[src/rtl/pxs_pkg.sv]
package pxs_pkg;
    typedef enum logic [1:0] {
        ST_IDLE    = 2'd0,
        ST_ACCESS  = 2'd1,
        ST_RECOVER = 2'd2
    } pxs_state_e;

    localparam logic [1:0] BUS_8BIT = 2'b00;
endpackage

[src/rtl/pxs_cfg_chk.sv]
module pxs_cfg_chk #(
    parameter int CFG_W        = 4,
    parameter int NARROW_SLACK = 7,
    parameter int WIDE_SLACK   = 4
) (
    input  logic [CFG_W-1:0] cfg_lead,
    input  logic [CFG_W-1:0] cfg_width,
    input  logic [CFG_W-1:0] cfg_lat,
    input  logic             narrow,
    output logic             err
);
    localparam int SUM_W = CFG_W + 2;

    logic [SUM_W-1:0] used;
    logic [SUM_W-1:0] budget;

    always_comb begin
        used   = SUM_W'(cfg_lead) + SUM_W'(cfg_width);
        budget = SUM_W'(cfg_lat) + (narrow ? SUM_W'(NARROW_SLACK) : SUM_W'(WIDE_SLACK));
        err    = used > budget;
    end
endmodule

[src/rtl/pxs_as_gen.sv]
module pxs_as_gen #(
    parameter int CFG_W = 4
) (
    input  logic             clk,
    input  logic             rst_n,
    input  logic             start_i,
    input  logic [CFG_W-1:0] cfg_lead,
    input  logic [CFG_W-1:0] cfg_width,
    output logic             as_o
);
    logic [CFG_W-1:0] dly_q;
    logic [CFG_W-1:0] hi_q;
    logic [CFG_W-1:0] wid_q;

    always_ff @(posedge clk or negedge rst_n) begin
        if (!rst_n) begin
            dly_q <= '0;
            hi_q  <= '0;
            wid_q <= '0;
        end else if (start_i) begin
            wid_q <= cfg_width;
            if (cfg_width == '0) begin
                dly_q <= '0;
                hi_q  <= '0;
            end else if (cfg_lead == '0) begin
                dly_q <= '0;
                hi_q  <= cfg_width;
            end else begin
                dly_q <= cfg_lead;
                hi_q  <= '0;
            end
        end else if (dly_q != '0) begin
            dly_q <= dly_q - CFG_W'(1);
            if (dly_q == CFG_W'(1)) hi_q <= wid_q;
        end else if (hi_q != '0) begin
            hi_q <= hi_q - CFG_W'(1);
        end
    end

    always_comb as_o = (hi_q != '0);

    // a disabled strobe never appears after the transfer start
    p_as_off_r3: assert property (@(posedge clk) disable iff (!rst_n)
        start_i && (cfg_width == '0) |=> !as_o);

    // zero lead with nonzero width raises the strobe in the first select cycle
    p_as_lead0_r2: assert property (@(posedge clk) disable iff (!rst_n)
        start_i && (cfg_lead == '0) && (cfg_width != '0) |=> as_o);
endmodule

[src/rtl/pxs_seq.sv]
module pxs_seq
    import pxs_pkg::*;
#(
    parameter int CFG_W      = 4,
    parameter int BEAT_W     = 2,
    parameter int GAP_NARROW = 5,
    parameter int GAP_WIDE   = 2
) (
    input  logic              clk,
    input  logic              rst_n,
    input  logic              req_valid,
    input  logic              req_write,
    input  logic [1:0]        req_width,
    input  logic [BEAT_W-1:0] req_beats,
    input  logic [CFG_W-1:0]  cfg_lat,
    output logic              req_ready,
    output logic              start_o,
    output logic              cs_o,
    output logic              we_o,
    output logic              beat_o,
    output logic              done_o
);
    localparam int GAP_MAX = (GAP_NARROW > GAP_WIDE) ? GAP_NARROW : GAP_WIDE;
    localparam int GAP_W   = $clog2(GAP_MAX + 1);
    localparam int CYC_W   = CFG_W + 1;

    pxs_state_e        state_q, state_d;
    logic [CYC_W-1:0]  cyc_q;
    logic [BEAT_W-1:0] beat_q, last_q;
    logic [CFG_W-1:0]  lat_q;
    logic              wr_q, narrow_q;
    logic [GAP_W-1:0]  gap_q;

    logic beat_end, last_beat, accept;
    logic [GAP_W-1:0] gap_load;

    always_comb begin
        accept    = (state_q == ST_IDLE) && req_valid;
        beat_end  = (state_q == ST_ACCESS) && (cyc_q == (CYC_W'(lat_q) + CYC_W'(1)));
        last_beat = beat_end && (beat_q == last_q);
        gap_load  = (narrow_q || wr_q) ? GAP_W'(GAP_NARROW - 1) : GAP_W'(GAP_WIDE - 1);
    end

    always_comb begin
        state_d = state_q;
        unique case (state_q)
            ST_IDLE:    if (req_valid) state_d = ST_ACCESS;
            ST_ACCESS:  if (last_beat) state_d = ST_RECOVER;
            ST_RECOVER: if (gap_q == GAP_W'(1)) state_d = ST_IDLE;
            default:    state_d = ST_IDLE;
        endcase
    end

    always_ff @(posedge clk or negedge rst_n) begin
        if (!rst_n) state_q <= ST_IDLE;
        else        state_q <= state_d;
    end

    always_ff @(posedge clk or negedge rst_n) begin
        if (!rst_n) begin
            cyc_q    <= '0;
            beat_q   <= '0;
            last_q   <= '0;
            lat_q    <= '0;
            wr_q     <= 1'b0;
            narrow_q <= 1'b0;
            gap_q    <= '0;
        end else if (accept) begin
            cyc_q    <= '0;
            beat_q   <= '0;
            last_q   <= req_beats;
            lat_q    <= cfg_lat;
            wr_q     <= req_write;
            narrow_q <= (req_width == BUS_8BIT);
        end else if (state_q == ST_ACCESS) begin
            if (beat_end) begin
                cyc_q  <= '0;
                beat_q <= beat_q + BEAT_W'(1);
                if (last_beat) gap_q <= gap_load;
            end else begin
                cyc_q <= cyc_q + CYC_W'(1);
            end
        end else if (state_q == ST_RECOVER) begin
            gap_q <= gap_q - GAP_W'(1);
        end
    end

    always_comb begin
        req_ready = (state_q == ST_IDLE);
        start_o   = accept;
        cs_o      = (state_q == ST_ACCESS);
        we_o      = (state_q == ST_ACCESS) && wr_q && (cyc_q != '0);
        beat_o    = beat_end;
        done_o    = last_beat;
    end

    // write enable only inside the select window
    p_we_in_cs_r6: assert property (@(posedge clk) disable iff (!rst_n)
        we_o |-> cs_o);

    // completion only with a beat pulse
    p_done_beat_r5: assert property (@(posedge clk) disable iff (!rst_n)
        done_o |-> beat_o && cs_o);

    // select never reasserts in the cycle after it drops
    p_cs_gap_r7: assert property (@(posedge clk) disable iff (!rst_n)
        $fell(cs_o) |=> !cs_o);

    // requests held off while recovering
    p_hold_off_r7: assert property (@(posedge clk) disable iff (!rst_n)
        (state_q == ST_RECOVER) |-> !req_ready);

    // the select window stays open until the transfer completes
    p_cs_hold_r4: assert property (@(posedge clk) disable iff (!rst_n)
        cs_o && !done_o |=> cs_o);
endmodule

[src/rtl/pxs_strobe_ctrl.sv]
module pxs_strobe_ctrl #(
    parameter int CFG_W  = 4,
    parameter int BEAT_W = 2
) (
    input  logic              clk,
    input  logic              rst_n,
    input  logic              req_valid,
    input  logic              req_write,
    input  logic [1:0]        req_width,
    input  logic [BEAT_W-1:0] req_beats,
    input  logic [CFG_W-1:0]  cfg_lead,
    input  logic [CFG_W-1:0]  cfg_width,
    input  logic [CFG_W-1:0]  cfg_lat,
    output logic              req_ready,
    output logic              port_cs,
    output logic              port_as,
    output logic              port_we,
    output logic              beat_o,
    output logic              done_o,
    output logic              cfg_err
);
    logic start;

    pxs_seq #(
        .CFG_W     (CFG_W),
        .BEAT_W    (BEAT_W),
        .GAP_NARROW(5),
        .GAP_WIDE  (2)
    ) u_seq (
        .clk      (clk),
        .rst_n    (rst_n),
        .req_valid(req_valid),
        .req_write(req_write),
        .req_width(req_width),
        .req_beats(req_beats),
        .cfg_lat  (cfg_lat),
        .req_ready(req_ready),
        .start_o  (start),
        .cs_o     (port_cs),
        .we_o     (port_we),
        .beat_o   (beat_o),
        .done_o   (done_o)
    );

    pxs_as_gen #(.CFG_W(CFG_W)) u_as (
        .clk      (clk),
        .rst_n    (rst_n),
        .start_i  (start),
        .cfg_lead (cfg_lead),
        .cfg_width(cfg_width),
        .as_o     (port_as)
    );

    pxs_cfg_chk #(
        .CFG_W       (CFG_W),
        .NARROW_SLACK(7),
        .WIDE_SLACK  (4)
    ) u_chk (
        .cfg_lead (cfg_lead),
        .cfg_width(cfg_width),
        .cfg_lat  (cfg_lat),
        .narrow   (req_width == pxs_pkg::BUS_8BIT),
        .err      (cfg_err)
    );
endmodule

[config.mk]
export PLATFORM = sky130hd
export DESIGN_NAME = pxs_strobe_ctrl
export DESIGN_NICKNAME = d
export VERILOG_FILES = /design/src/rtl/pxs_pkg.sv /design/src/rtl/pxs_cfg_chk.sv /design/src/rtl/pxs_as_gen.sv /design/src/rtl/pxs_seq.sv /design/src/rtl/pxs_strobe_ctrl.sv
export SDC_FILE = /design/constraint.sdc
export NUM_CORES = 1
export LEC_CHECK = 0
export ABC_AREA = 0
export ABC_CLOCK_PERIOD_IN_PS = 2200
export BUFFER_PORTS_ARGS = -buffer_cell sky130_fd_sc_hd__clkbuf_2
export CAP_MARGIN = 25
export CORE_ASPECT_RATIO = 1.4
export CORE_MARGIN = 5
export CORE_UTILIZATION = 45
export CTS_BUF_LIST = sky130_fd_sc_hd__clkbuf_4 sky130_fd_sc_hd__clkbuf_8
export DETAILED_ROUTE_END_ITERATION = 10
export GPL_ROUTABILITY_DRIVEN = 0
export PLACE_DENSITY = 0.71
export SLEW_MARGIN = 20
export SYNTH_ARGS = -nofsm -noshare
export SYNTH_HDL_FRONTEND = slang
export SYNTH_HIERARCHICAL = 1
export SYNTH_SLANG_ARGS = --single-unit
export TNS_END_PERCENT = 20
[constraint.sdc]
create_clock -name clk -period 2.2 [get_ports clk]
set_input_delay 0.22 -clock clk [delete_from_list [all_inputs] [get_ports clk]]
set_output_delay 0.22 -clock clk [all_outputs]
set_load 0.02 [all_outputs]
# After elaboration in Yosys (flattened, before gate mapping)
# Cells that the tools add are included.
[totals] reg_bits=32 inputBits=20 wordCells=80
[classes] addsub=8 order_cmp=1 n_eq_ne=11 mux=26 bitwise_logic=1 reduce_logical=22
[op_table] op="$mux W4" n=10
[op_table] op="$mux W3" n=5
[op_table] op="$mux W5" n=3
[op_table] op="$mux W2" n=7
[op_table] op="$logic_not A4 Y1" n=2
[op_table] op="$reduce_bool A2 Y1" n=4
[op_table] op="$reduce_bool A4 Y1" n=2
[op_table] op="$sub A4 B1 Y4 const B" n=2
[op_table] op="$add A4 B6 Y6" n=1
[op_table] op="$gt A6 B6 Y1" n=1
[op_table] op="$ne A2 B1 Y1 const B" n=3
[op_table] op="$pmux W2 S3" n=1
[op_table] op="$add A4 B1 Y5 const B" n=1
[op_table] op="$add A4 B4 Y5" n=1
[op_table] op="$add A5 B1 Y5 const B" n=1
[op_table] op="$eq A5 B5 Y1" n=1
[op_table] op="$logic_and A1 B1 Y1" n=5
[op_table] op="$reduce_bool A5 Y1" n=1
[op_table] op="$eq A4 B1 Y1 const B" n=1
[op_table] op="$logic_not A2 Y1" n=2
[op_table] op="$reduce_and A2 Y1" n=2
[op_table] op="$reduce_and A4 Y1" n=1
[op_table] op="$eq A3 B1 Y1 const B" n=1
[op_table] op="$ne A3 B3 Y1 const B" n=1
[op_table] op="other kinds (10)" n=10

# Logic depth before layout (Yosys ltp)
# Gate-level depths: netlist of run 1.
[logic_depth] word_depth=7 mapped_depth=9 depth_no_buf=8

# Modules after synthesis
# The synthesis of run 1 kept the hierarchy.
[modules_own_cells] mod="pxs_seq" n_inst=1 cells_each=132 area_per_inst_um2=1176.1 seq_area_each_um2=500.5
[modules_own_cells] mod="pxs_as_gen" n_inst=1 cells_each=75 area_per_inst_um2=730.7 seq_area_each_um2=300.3
[modules_own_cells] mod="pxs_cfg_chk" n_inst=1 cells_each=32 area_per_inst_um2=309.0 seq_area_each_um2=0.0
[modules_own_cells] mod="pxs_strobe_ctrl" n_inst=1 cells_each=1 area_per_inst_um2=3.8 seq_area_each_um2=0.0

# Least setup slack after synthesis of run 1
# Ideal clock, no wire load.
[synth_path] path_kind="input to output" start="input port cfg_lead[0]" end="output port cfg_err" t_arrival_ns=1.971 slack_ns=0.009 path_stages=8 path_buffers=0 cell_sequence="ha_1 > fa_1 > a21o_1 > a21o_1 > ha_1 > nand4_1 > o221ai_1 > o21a_1"
[synth_via] elab_chain_len=2
[synth_rtl] item="start: declaration" line_no="pxs_strobe_ctrl.sv:11" text="input logic [CFG_W-1:0] cfg_lead,"
[synth_rtl] item="$add A4 B4 Y5" line_no="pxs_cfg_chk.sv:18" text="used = SUM_W'(cfg_lead) + SUM_W'(cfg_width);"
[synth_rtl] item="$gt A6 B6 Y1" line_no="pxs_cfg_chk.sv:20" text="err = used > budget;"
[synth_rtl] item="end: declaration" line_no="pxs_strobe_ctrl.sv:20" text="output logic cfg_err"
# No other way between the ends.

# Worst setup path in the final report of run 1
# Ends and elaborated chain as after synthesis.

==> results by group, run 1 <==
Run status
  • Status: finished, violations left
  • Failing checks: negative setup slack

Place
  • Place WS: -0.2241 ns
  • Hpwl dp: 3506 um
  • # port buffers: 26
  • Placed Area: 2542 um^2

Critical path
  • Worst setup EP type: primary output
  • Worst path depth: 10
  • Worst path max stage delay: 0.35 ns
  • FF-to-FF setup slack: 0.15 ns
  • Kind of critical path: input pin to primary output
  • Worst Reg2Reg Path Length in Cells: 7
  • Crit start category: input pin
  • Crit Path Max Fanout: 3
  • CP cell instances: clkbuf_8, ha_4, fa_2, a21o_1, a21o_1, ha_4, nand4_1, buf_4, o21a_1, clkbuf_8
  • Crit-path leading delay family: adder cells
  • Crit path launch: cfg_lead[0]
  • FF-to-FF End: u_seq/gap_q[2]
  • Worst Setup EP: cfg_err
  • Worst Path Arrival: 2.05 ns
  • CP bufs+invs: 3
  • Reg2Reg Launch Point: u_seq/lat_q[0]
  • Crit-path slowest cell: fa_2
  • Critical Path RT: 1.98 ns

Timing
  • Slew headroom: 0.4669
  • RSZ-0062 raised after global routing: yes
  • F_max: 441.0 MHz
  • Final Max Slew Viols: 0
  • Final period util: 1.031
  • Fin Clk Skew: 0.003011 ns
  • Final setup margin: -0.06761 ns
  • Hold_ws: 0.02211 ns
  • Worst-Margin Slew: 0.7997 ns
  • Endpoints failing hold: 0
  • Final setup viols: 2
  • Min cycle time layout: 2.268 ns

Synthesis
  • Top post-synthesis cells by area: dfrtp_1 (36%), ha_1 (13%), nand2_1 (6.8%)
  • Post-synthesis mux area share: 0.05186
  • Fraction of registers with async set/reset: 1.000
  • Main combinational cell family by area after synthesis: simple AND/OR/NAND/NOR gates
  • Syn Nets: 285
  • Distinct cell type count after synthesis: 51
  • Flip-flop and latch count after synthesis: 32
  • Commonest register cell after synthesis: dfrtp_1
  • Sequential area share after synthesis: 0.3608
  • Synth top area share: 0.3608
  • Avg Cell Area, Syn: 9.248 um^2
  • Cells after synthesis: 240
  • Number of synthesized flops with an enable pin: 0
  • Post-synthesis simple-gate area fraction: 0.1838
  • Post-Synth Adder-Cell Area: 0.1477
  • Post-synthesis compound-gate area fraction: 0.1635
  • Post-Synth XOR/XNOR Area: 0.05524
  • Leading area contributor after synthesis: dfrtp_1
  • Yosys Warn Count: 6
  • Synth Cell Area: 2220 um^2

Drt
  • Routed vias/inst: 5.234
  • # DRC: 0
  • Final WL: 4623 um
  • Iteration-0 DRC count of the detailed router: 93
  • Wire per inst: 13.06 um
  • DR pass1 iterations: 4
  • Vias: 1,853
  • Routed Antenna Nets: 0

Clock tree
  • CTS tree: yes
  • TritonCTS buffer count: 5
  • Htree depth: 2
  • Clk sink count: 32
  • Clock Tree Buf Depth: 2
  • Hold buffer count at cts: 0
  • Clock transition at the registers of the reported paths: 0.06 ns
  • Root buffer cell: clkbuf_8
  • Worst skew pair latency: 0.28 ns

Hold path
  • Worst Hold Class: input pin to async pin

Floorplan
  • Starting Density: 0.4620
  • Row count: 30
  • Die Wd: 69.36 um
  • IO Pins: 27
  • Die Area: 6457 um^2
  • Die H: 93.10 um
  • Core ar.: 4805 um^2

Cells and area
  • Commonest non-fill, non-tap cell in the layout: nand2_1
  • Final nets: 335
  • Layout cells sized above 1: 0.2552
  • Fin area: 2730 um^2
  • Area Growth Syn to Fin: 23.00%
  • Layout Utilization: 0.5682
  • Antenna fix cells: 0
  • Most frequent cells in the layout: nand2_1 (40), dfrtp_1 (32), buf_4 (22), clkbuf_2 (21), ha_1 (20)

GRT
  • Total grt overflow: 0
  • Largest net degree at the start of global routing: 33
  • GRT Util Overall: 0.1545
  • Initial antenna violation count: 0
  • Number of global-route vias before repair: 1,939
  • First-pass GRT wire length: 8169 um

Run
  • Maxcap violations: 0

Pwr
  • Power Total: 3574 uW
  • P_leak: 0.001329 uW
  • Pwr Density: 1309 nW/um^2
  • Worst vdd ir: 0.7222 mV
-- worst min-delay path by stage --
stage | endpoint | slack, ns | depth (start not counted)
finish | u_seq/cyc_q[4] | 0.02 | 1
global route | u_as/dly_q[1] | 0.09 | 1
CTS | u_seq/narrow_q | 0.05 | 1
detailed placement | u_seq/beat_q[0] | 0.35 | 1
global placement | u_seq/cyc_q[4] | 0.35 | 1
floorplan | u_as/dly_q[0] | -0.08 | 0
-- metal layers --
layer / up-vias / GRT usage / part of all wire / wire (um)
met4: 0 / 0.06189 / 0.017 / 77
met1: 871 / 0.1496 / 0.40 / 1838
li1: 943 / - / - / -
met3: 6 / 0.03656 / 0.039 / 182
met5: - / 0 / 0 / 0
met2: 33 / 0.3073 / 0.55 / 2524
-- kinds of logic (layout without fill, tap and decap cells) --
group           after synthesis  after routing
simple gates                 84             84
buf+inv                      22             72
compound gates               52             52
flops                        32             32
fa+ha+maj                    25             25
mux                          11             11
xor+xnor                     14             14
-- registers in the layout (all words and copies together) (netlist names) --
register        count
u_seq/cyc_q         5
u_as/hi_q           4
u_as/dly_q          4
u_seq/state_q       2
u_seq/wr_q          1
u_seq/lat_q         4
u_seq/last_q        2
u_seq/narrow_q      1
u_seq/beat_q        2
u_seq/gap_q         3
u_as/wid_q          4
-- worst register-to-register path, cell delays in order, from the launching register on --
cell and delay, ns:
dfrtp_1 0.40, ha_2 0.22, o21ba_1 0.19, a221oi_2 0.35
buf_4 0.18, o2111a_1 0.29, mux2i_1 0.21, a21oi_1 0.09
-- timing repair --
action,in CTS,in global routing
gates resized for setup,13,5
pin swaps,9,3
endpoints found under the setup margin,3,3
buffers inserted,4,0
endpoints found under the hold margin,0,0
-- cell type report --
cell class / count / area, um^2
clock buffer: 6 / 76.32
clock inverter: 1 / 5.005
fill: 481 / 2074
inverter: 18 / 67.56
multi-input combinational: 186 / 1380
sequential: 32 / 800.8
tap: 64 / 80.08
timing repair buffer: 47 / 320.3
-- per-stage QoR --
step,TNS [ns],cells
after global placement,-0.1722,343
after CTS,-0.03191,354
after detailed placement,-0.2241,343
after global routing,-0.2200,354
after floorplan,0,240
final,-0.1008,354
-- cells in the mapped netlist, types with 2 or more instances --
master / count
inv_1: 18
nor2_1: 12
nand2_1: 40
dfrtp_1: 32
ha_1: 23
o21ai_0: 10
and3_1: 2
o21a_1: 3
o21ai_1: 5
nor4_1: 2
o22ai_1: 2
fa_1: 2
nor3_1: 6
xor2_1: 5
and2_1: 3
or3_1: 2
clkbuf_1: 4
nand4_1: 3
a21o_1: 3
nand3_1: 5
xnor2_1: 9
mux2_2: 3
mux2i_1: 7
nand2b_1: 2
a21oi_1: 11
-- power by group --
group | switching, uW | total [uW] | internal (uW)
combinational | 1080 | 2060 | 971
clock | 199 | 426 | 227
sequential | 237 | 1090 | 855
(Power assumes the default switching activity.)
==> run 2, diff against run 1 <==
--- a/config.mk
+++ b/config.mk
@@ -6,7 +6,7 @@
 export NUM_CORES = 1
 export LEC_CHECK = 0
 export ABC_AREA = 0
-export ABC_CLOCK_PERIOD_IN_PS = 2200
+export ABC_CLOCK_PERIOD_IN_PS = 2550
 export BUFFER_PORTS_ARGS = -buffer_cell sky130_fd_sc_hd__clkbuf_2
 export CAP_MARGIN = 25
 export CORE_ASPECT_RATIO = 1.4
==> constraint.sdc (replaced) <==
create_clock -name clk -period 2.55 [get_ports clk]
set_input_delay 0.255 -clock clk [delete_from_list [all_inputs] [get_ports clk]]
set_output_delay 0.255 -clock clk [all_outputs]
set_load 0.02 [all_outputs]
==> run 2 against run 1 <==
Effect of this change:
- sequential power fell by 13%
- first-iteration DRC count fell by 40%
- critical endpoint unchanged
- worst setup slack improved by 0.21 ns
- die area did not move
- hold slack improved by 0.030 ns
- critical path type unchanged
- the run now ends clean
- non-clock buffer count fell by 16
- clock skew rose by 0.0014 ns
- highest routed layer unchanged
- via count fell by 4.6%
- count of clock-buffer cells in the layout rose by 2
==> results by group, run 2 (same netlist as run 1, synthesis figures left out) <==
Drt
  • # DRC: 0 (unchanged)
  • Routed vias/inst: 5.215 (-0.37%)
  • Routed Antenna Nets: 0 (unchanged)
  • Wire per inst: 12.75 um (-2.4%)
  • Vias: 1,768 (-4.6%)
  • DR pass1 iterations: 4 (unchanged)
  • Iteration-0 DRC count of the detailed router: 56 (-40%)
  • Final WL: 4323 um (-6.5%)

Clock tree
  • Root buffer cell: clkbuf_8
  • Clock transition at the registers of the reported paths: 0.06 ns (about the same)
  • TritonCTS buffer count: 5 (unchanged)
  • Hold buffer count at cts: 0 (unchanged)
  • CTS tree: yes
  • Post-CTS Setup Bufs: 0 (-4)
  • Worst skew pair latency: 0.28 ns (about the same)
  • Clock Tree Buf Depth: 2 (unchanged)
  • Htree depth: 2 (unchanged)
  • Post-CTS sizing: 0 (-13)
  • Clk sink count: 32 (unchanged)

Pwr
  • Pwr Density: 1171 nW/um^2 (-11%)
  • Worst vdd ir: 0.5893 mV (-18%)
  • P_leak: 0.001252 uW (-5.8%)
  • Power Total: 2996 uW (-16%)

Place
  • Hpwl dp: 3360 um (-4.2%)
  • # port buffers: 26 (unchanged)

Critical path
  • Crit start category: input pin
  • Crit-path leading delay family: adder cells
  • Critical Path RT: 2.30 ns (+0.32 ns)
  • Kind of critical path: input pin to primary output
  • Worst Reg2Reg Path Length in Cells: 6 (-1)
  • CP cell instances: clkbuf_2, ha_1, fa_2, a21o_1, a21o_1, ha_1, nand4_1, o221ai_2, o21a_1, buf_2
  • CP bufs+invs: 2 (-1)
  • Crit Path Max Fanout: 3 (unchanged)
  • Crit-path slowest cell: fa_2
  • Worst Path Arrival: 2.16 ns (+0.11 ns)
  • Worst path max stage delay: 0.35 ns (about the same)
  • Worst path depth: 10 (unchanged)
  • Worst setup EP type: primary output

Cells and area
  • Layout cells sized above 1: 0.1927 (-0.06245)
  • Commonest non-fill, non-tap cell in the layout: nand2_1
  • Final nets: 319 (-4.8%)
  • Area Growth Syn to Fin: 15.28%
  • Antenna fix cells: 0 (unchanged)
  • Biggest register: u_seq/cyc_q
  • Largest register FFs: 5 (unchanged)
  • Most frequent cells in the layout: nand2_1 (40), dfrtp_1 (32), clkbuf_2 (25), ha_1 (23), inv_1 (18)

Timing
  • Fin Clk Skew: 0.004390 ns (+0.001380 ns)
  • Final period util: 0.9452
  • Min cycle time layout: 2.410 ns
  • Final Max Slew Viols: 0 (unchanged)
  • Final TNS setup: 0 ns (+0.1008 ns)
  • RSZ-0062 raised after global routing: no
  • Final setup viols: 0 (-2)
  • Endpoints failing hold: 0 (unchanged)
  • Slew headroom: 0.4677 (+0.0008010)
  • F_max: 414.9 MHz
  • Worst-Margin Slew: 0.7985 ns (-0.001201 ns)

Floorplan
  • Starting Density: 0.4620 (unchanged)
  • Row count: 30 (unchanged)
  • Die Wd: 69.36 um (unchanged)
  • Die Area: 6457 um^2 (unchanged)
  • Core ar.: 4805 um^2 (unchanged)
  • Die H: 93.10 um (unchanged)
  • IO Pins: 27 (unchanged)

Run status
  • Status: complete, no violations

GRT
  • First-pass GRT wire length: 7886 um (-3.5%)
  • Total grt overflow: 0 (unchanged)
  • Largest net degree at the start of global routing: 33 (unchanged)
  • GRT Util Overall: 0.1495 (-0.005075)
  • Number of global-route vias before repair: 1,806 (-6.9%)
  • Initial antenna violation count: 0 (unchanged)

Hold path
  • Worst Hold Class: input pin to async pin

Run
  • Maxcap violations: 0 (unchanged)
-- run 2: stage by stage --
| stage | cell area, um^2 | hold slack, ns | std cells | utilization | setup WS (ns) |
|---|---|---|---|---|---|
| after floorplan | 2220 | -0.04059 | 240 | - | 0.2889 |
| after global placement | 2452 | 0.3843 | 331 | 0.5104 | 0.08088 |
| after detailed placement | 2452 | 0.3781 | 331 | 0.5104 | 0.02918 |
| after CTS | 2550 | 0.07406 | 339 | 0.5307 | 0.02335 |
| after global routing | 2559 | 0.1214 | 339 | 0.5326 | 0.01902 |
| final | 2559 | 0.05223 | 339 | 0.5326 | 0.1399 |
-- run 2: metal layers --
| metal | track usage | up-vias | share of wire | wire length (um) |
|---|---|---|---|---|
| li1 | - | 906 | - | - |
| met1 | 0.1636 | 821 | 0.43 | 1875 |
| met2 | 0.2715 | 33 | 0.51 | 2187 |
| met3 | 0.03763 | 8 | 0.038 | 164 |
| met4 | 0.06352 | 0 | 0.022 | 95 |
| met5 | 0 | - | 0 | 0 |
-- run 2: final cells by class --
type	count	area, um^2
fill	475	2246
multi-input combinational	186	1345
sequential	32	800.8
timing repair buffer	31	167.7
clock buffer	8	97.59
tap	64	80.08
inverter	18	67.56
-- run 2: power breakdown --
part	total, uW	internal (uW)	leakage (uW)	switching, uW
Sequential	947	738	0.000402	210
Combinational	1640	747	0.000798	888
Clock	414	241	0.0000523	173
Total	3000	1730	0.00125	1270
-- run 2: worst paths after layout --
| kind | start | endpoint | slack (ns) |
|---|---|---|---|
| min reg2reg | u_as/wid_q[0] | u_as/wid_q[0] | 0.50 |
| min | rst_n | u_seq/beat_q[0] | 0.05 |
| max reg2reg | u_seq/lat_q[0] | u_seq/beat_q[1] | 0.54 |
| min in group clk | req_beats[1] | u_seq/last_q[1] | 0.17 |
| max | cfg_lead[0] | cfg_err | 0.14 |
| max in group asynchronous | rst_n | u_as/wid_q[2] | 1.99 |
==> run 3, diff against run 2 <==
--- a/config.mk
+++ b/config.mk
@@ -19,6 +19,5 @@
 export SLEW_MARGIN = 20
 export SYNTH_ARGS = -nofsm -noshare
 export SYNTH_HDL_FRONTEND = slang
-export SYNTH_HIERARCHICAL = 1
 export SYNTH_SLANG_ARGS = --single-unit
 export TNS_END_PERCENT = 20
==> run 3 against run 2 <==
Effect of this change:
- total power is 4.9% lower
- count of clock-buffer cells in the layout decreased by 2
- sequential power grew 2.6%
- non-clock buffer count rose by 2
- combinational power down 9%
- sequential share of layout area grew 0.88 points
- hold slack lost 0.0052 ns
- synthesized cell count grew 4.2%
- fmax decreased by 2.8%
- worst setup slack got worse by 0.069 ns
- largest cell class unchanged
==> results by group, run 3 <==
Run status
  • Status: complete, no violations

Floorplan
  • Starting Density: 0.4564 (-0.005549)
  • Row count: 30 (unchanged)
  • Die Wd: 68.77 um (-0.84%)
  • IO Pins: 27 (unchanged)
  • Die H: 92.28 um (-0.89%)
  • Die Area: 6346 um^2 (-1.7%)
  • Core ar.: 4767 um^2 (-0.78%)

Critical path
  • Critical Path RT: 2.30 ns (about the same)
  • Crit Path Max Fanout: 2 (-1)
  • Worst Path Arrival: 2.22 ns (+0.06 ns)
  • Kind of critical path: input pin to primary output
  • Worst setup EP type: primary output
  • Crit start category: input pin

Timing
  • Worst-Margin Slew: 0.7929 ns (-0.005604 ns)
  • Final setup viols: 0 (unchanged)
  • Slew headroom: 0.4714 (+0.003735)
  • F_max: 403.4 MHz (-2.8%)
  • Endpoints failing hold: 0 (unchanged)
  • Final setup margin: 0.07099 ns (-0.06887 ns)
  • Final period util: 0.9722 (+0.02701)
  • Fin Clk Skew: 0.008499 ns (+0.004108 ns)
  • RSZ-0062 raised after global routing: yes
  • Min cycle time layout: 2.479 ns (+0.06887 ns)
  • Final Max Slew Viols: 0 (unchanged)

Clock tree
  • Clock transition at the registers of the reported paths: 0.06 ns (about the same)
  • Htree depth: 2 (unchanged)
  • CTS tree: yes
  • Post-CTS Setup Bufs: 0 (unchanged)
  • Clk sink count: 32 (unchanged)
  • Root buffer cell: clkbuf_8
  • Worst skew pair latency: 0.28 ns (about the same)
  • TritonCTS buffer count: 5 (unchanged)
  • Clock Tree Buf Depth: 2 (unchanged)

Synthesis
  • Avg Cell Area, Syn: 8.703 um^2 (-5.9%)
  • Yosys Warn Count: 0 (-6)
  • Commonest register cell after synthesis: dfrtp_1
  • Synth Cell Area: 2176 um^2 (-2.0%)
  • Top-count cell post-synth: nand2_1
  • Synth top area share: 0.3680 (+0.007261)
  • Flip-flop and latch count after synthesis: 32 (unchanged)
  • Sequential area share after synthesis: 0.3680 (+0.007261)
  • Top post-synthesis cells by area: dfrtp_1 (37%), ha_1 (12%), nand2_1 (8.3%)
  • Distinct cell type count after synthesis: 45 (-12%)
  • Syn Nets: 292 (+2.5%)
  • Leading area contributor after synthesis: dfrtp_1
  • Cells after synthesis: 250 (+4.2%)
  • Number of synthesized flops with an enable pin: 0 (unchanged)
  • Fraction of registers with async set/reset: 1.000 (unchanged)
  • Synth cell count leaders: nand2_1 (48), dfrtp_1 (32), ha_1 (20), o21ai_0 (19), nor2_1 (18)

Drt
  • Routed vias/inst: 5.350 (+2.6%)
  • Iteration-0 DRC count of the detailed router: 44 (-21%)
  • Final WL: 4636 um (+7.2%)
  • Routed Antenna Nets: 0 (unchanged)
  • # DRC: 0 (unchanged)
  • DR pass1 iterations: 4 (unchanged)
  • Vias: 1,851 (+4.7%)
  • Wire per inst: 13.40 um (+5.1%)

GRT
  • GRT Util Overall: 0.1650 (+0.01550)
  • First-pass GRT wire length: 8038 um (+1.9%)
  • Initial antenna violation count: 0 (unchanged)
  • Number of global-route vias before repair: 1,782 (-1.3%)
  • Total grt overflow: 0 (unchanged)
  • Largest net degree at the start of global routing: 33 (unchanged)

Pwr
  • Pint: 1593 uW (-7.7%)
  • P_leak: 0.001203 uW (-3.9%)
  • Worst vdd ir: 0.4153 mV (-30%)
  • Clock power share: 0.131 (-0.007)
  • Pwr Density: 1145 nW/um^2 (-2.2%)
  • Switching fraction of total power: 0.4408 (+0.01687)
  • Flop pwr share: 0.341 (+0.025)
  • Psw: 1256 uW (-1.1%)
  • Power Total: 2849 uW (-4.9%)
  • Comb power frac: 0.528 (-0.018)

Place
  • Dpl cells: 339 (+2.4%)
  • Place WS: 0.03130 ns (+0.002122 ns)
  • Hpwl dp: 3513 um (+4.6%)
  • # port buffers: 26 (unchanged)
  • Placed Area: 2394 um^2 (-2.4%)

Cells and area
  • Layout Utilization: 0.5220 (-0.01050)
  • Most frequent cells in the layout: nand2_1 (48), dfrtp_1 (32), clkbuf_2 (24), ha_1 (19), o21ai_0 (18)
  • Layout cells sized above 1: 0.1702 (-0.02251)
  • Final nets: 324 (+1.6%)
  • Fin area: 2489 um^2 (-2.7%)
  • Largest register FFs: 5 (unchanged)
  • Commonest non-fill, non-tap cell in the layout: nand2_1
  • Antenna fix cells: 0 (unchanged)
  • Final std cells w/o fill: 346 (+2.1%)
  • Area Growth Syn to Fin: 14.38%
  • Biggest register: u_seq.cyc_q

Run
  • Maxcap violations: 0 (unchanged)

Hold path
  • Worst Hold Class: input pin to async pin
[run 3: worst paths after layout]
path | cells after the start | start | to | slack, ns
setup / recovery | 12 | req_width[1] | cfg_err | 0.07
hold / removal | 1 | rst_n | u_as.hi_q[0] | 0.05
setup reg to reg | 6 | u_seq.lat_q[0] | u_seq.gap_q[1] | 0.31
hold reg to reg | 2 | u_as.wid_q[0] | u_as.wid_q[0] | 0.48
max in group asynchronous | 1 | rst_n | u_seq.gap_q[1] | 2.00
min in group clk | 3 | req_beats[0] | u_seq.last_q[0] | 0.17
[run 3: layout make-up]
type                    count  area, um^2
multi-input cells         193        1280
well taps                  64       80.08
inverters                  17       63.81
flip-flops and latches     32       800.8
fillers                   459        2278
repair buffers             33       182.7
clock buffers               6       76.32
clock inverters             1       5.005
[run 3: stage by stage]
stage	setup TNS, ns	hold WS, ns
after floorplan	0	-0.04059
after global placement	0	0.3778
after detailed placement	0	0.3805
after CTS	0	0.07546
after global routing	-0.07399	0.1254
final	0	0.04700
[run 3: kinds of logic (layout without fill, tap and decap cells)]
| family | after synthesis | in the layout | synth area share |
|---|---|---|---|
| buf+inv | 25 | 57 | 0.05003 |
| flops | 32 | 32 | 0.3680 |
| mux | 4 | 4 | 0.01840 |
| xor+xnor | 13 | 13 | 0.05578 |
| compound gates | 58 | 58 | 0.1742 |
| fa+ha+maj | 22 | 22 | 0.1334 |
| simple gates | 96 | 96 | 0.2001 |
[run 3: power by group through the flow]
| stage | clock, uW | combinational [uW] | sequential (uW) |
|---|---|---|---|
| 4_1_cts | 385 | 1490 | 966 |
| 3_3_place_gp | 0 | 1440 | 967 |
| 6_report | 373 | 1500 | 972 |
| 5_1_grt | 405 | 1720 | 1010 |
| 2_1_floorplan | 0 | 1180 | 903 |
| 3_5_place_dp | 0 | 1490 | 973 |
[run 3: routing by layer]
metal	wire (um)	up-vias	track usage
met1	1984	883	0.1984
met5	0	-	0
li1	-	920	-
met3	214	6	0.04044
met2	2364	42	0.2717
met4	73	0	0.06992
[run 3: critical path, stage by stage]
cell and delay (ns):
clkbuf_2 0.09, nor2_2 0.12, ha_1 0.17, inv_1 0.06, fa_1 0.45, ha_1 0.30, nor2b_1 0.13, o21a_1 0.16
o21a_1 0.16, o21ai_1 0.11, a22oi_1 0.07, buf_2 0.16
[run 3: what timing repair did]
| action | 4_1_cts | 5_1_grt |
|---|---|---|
| pin swaps | 1 | 0 |
| hold buffers | 0 | 0 |
| gates resized for setup | 1 | 6 |
| setup endpoints to repair | 2 | 3 |
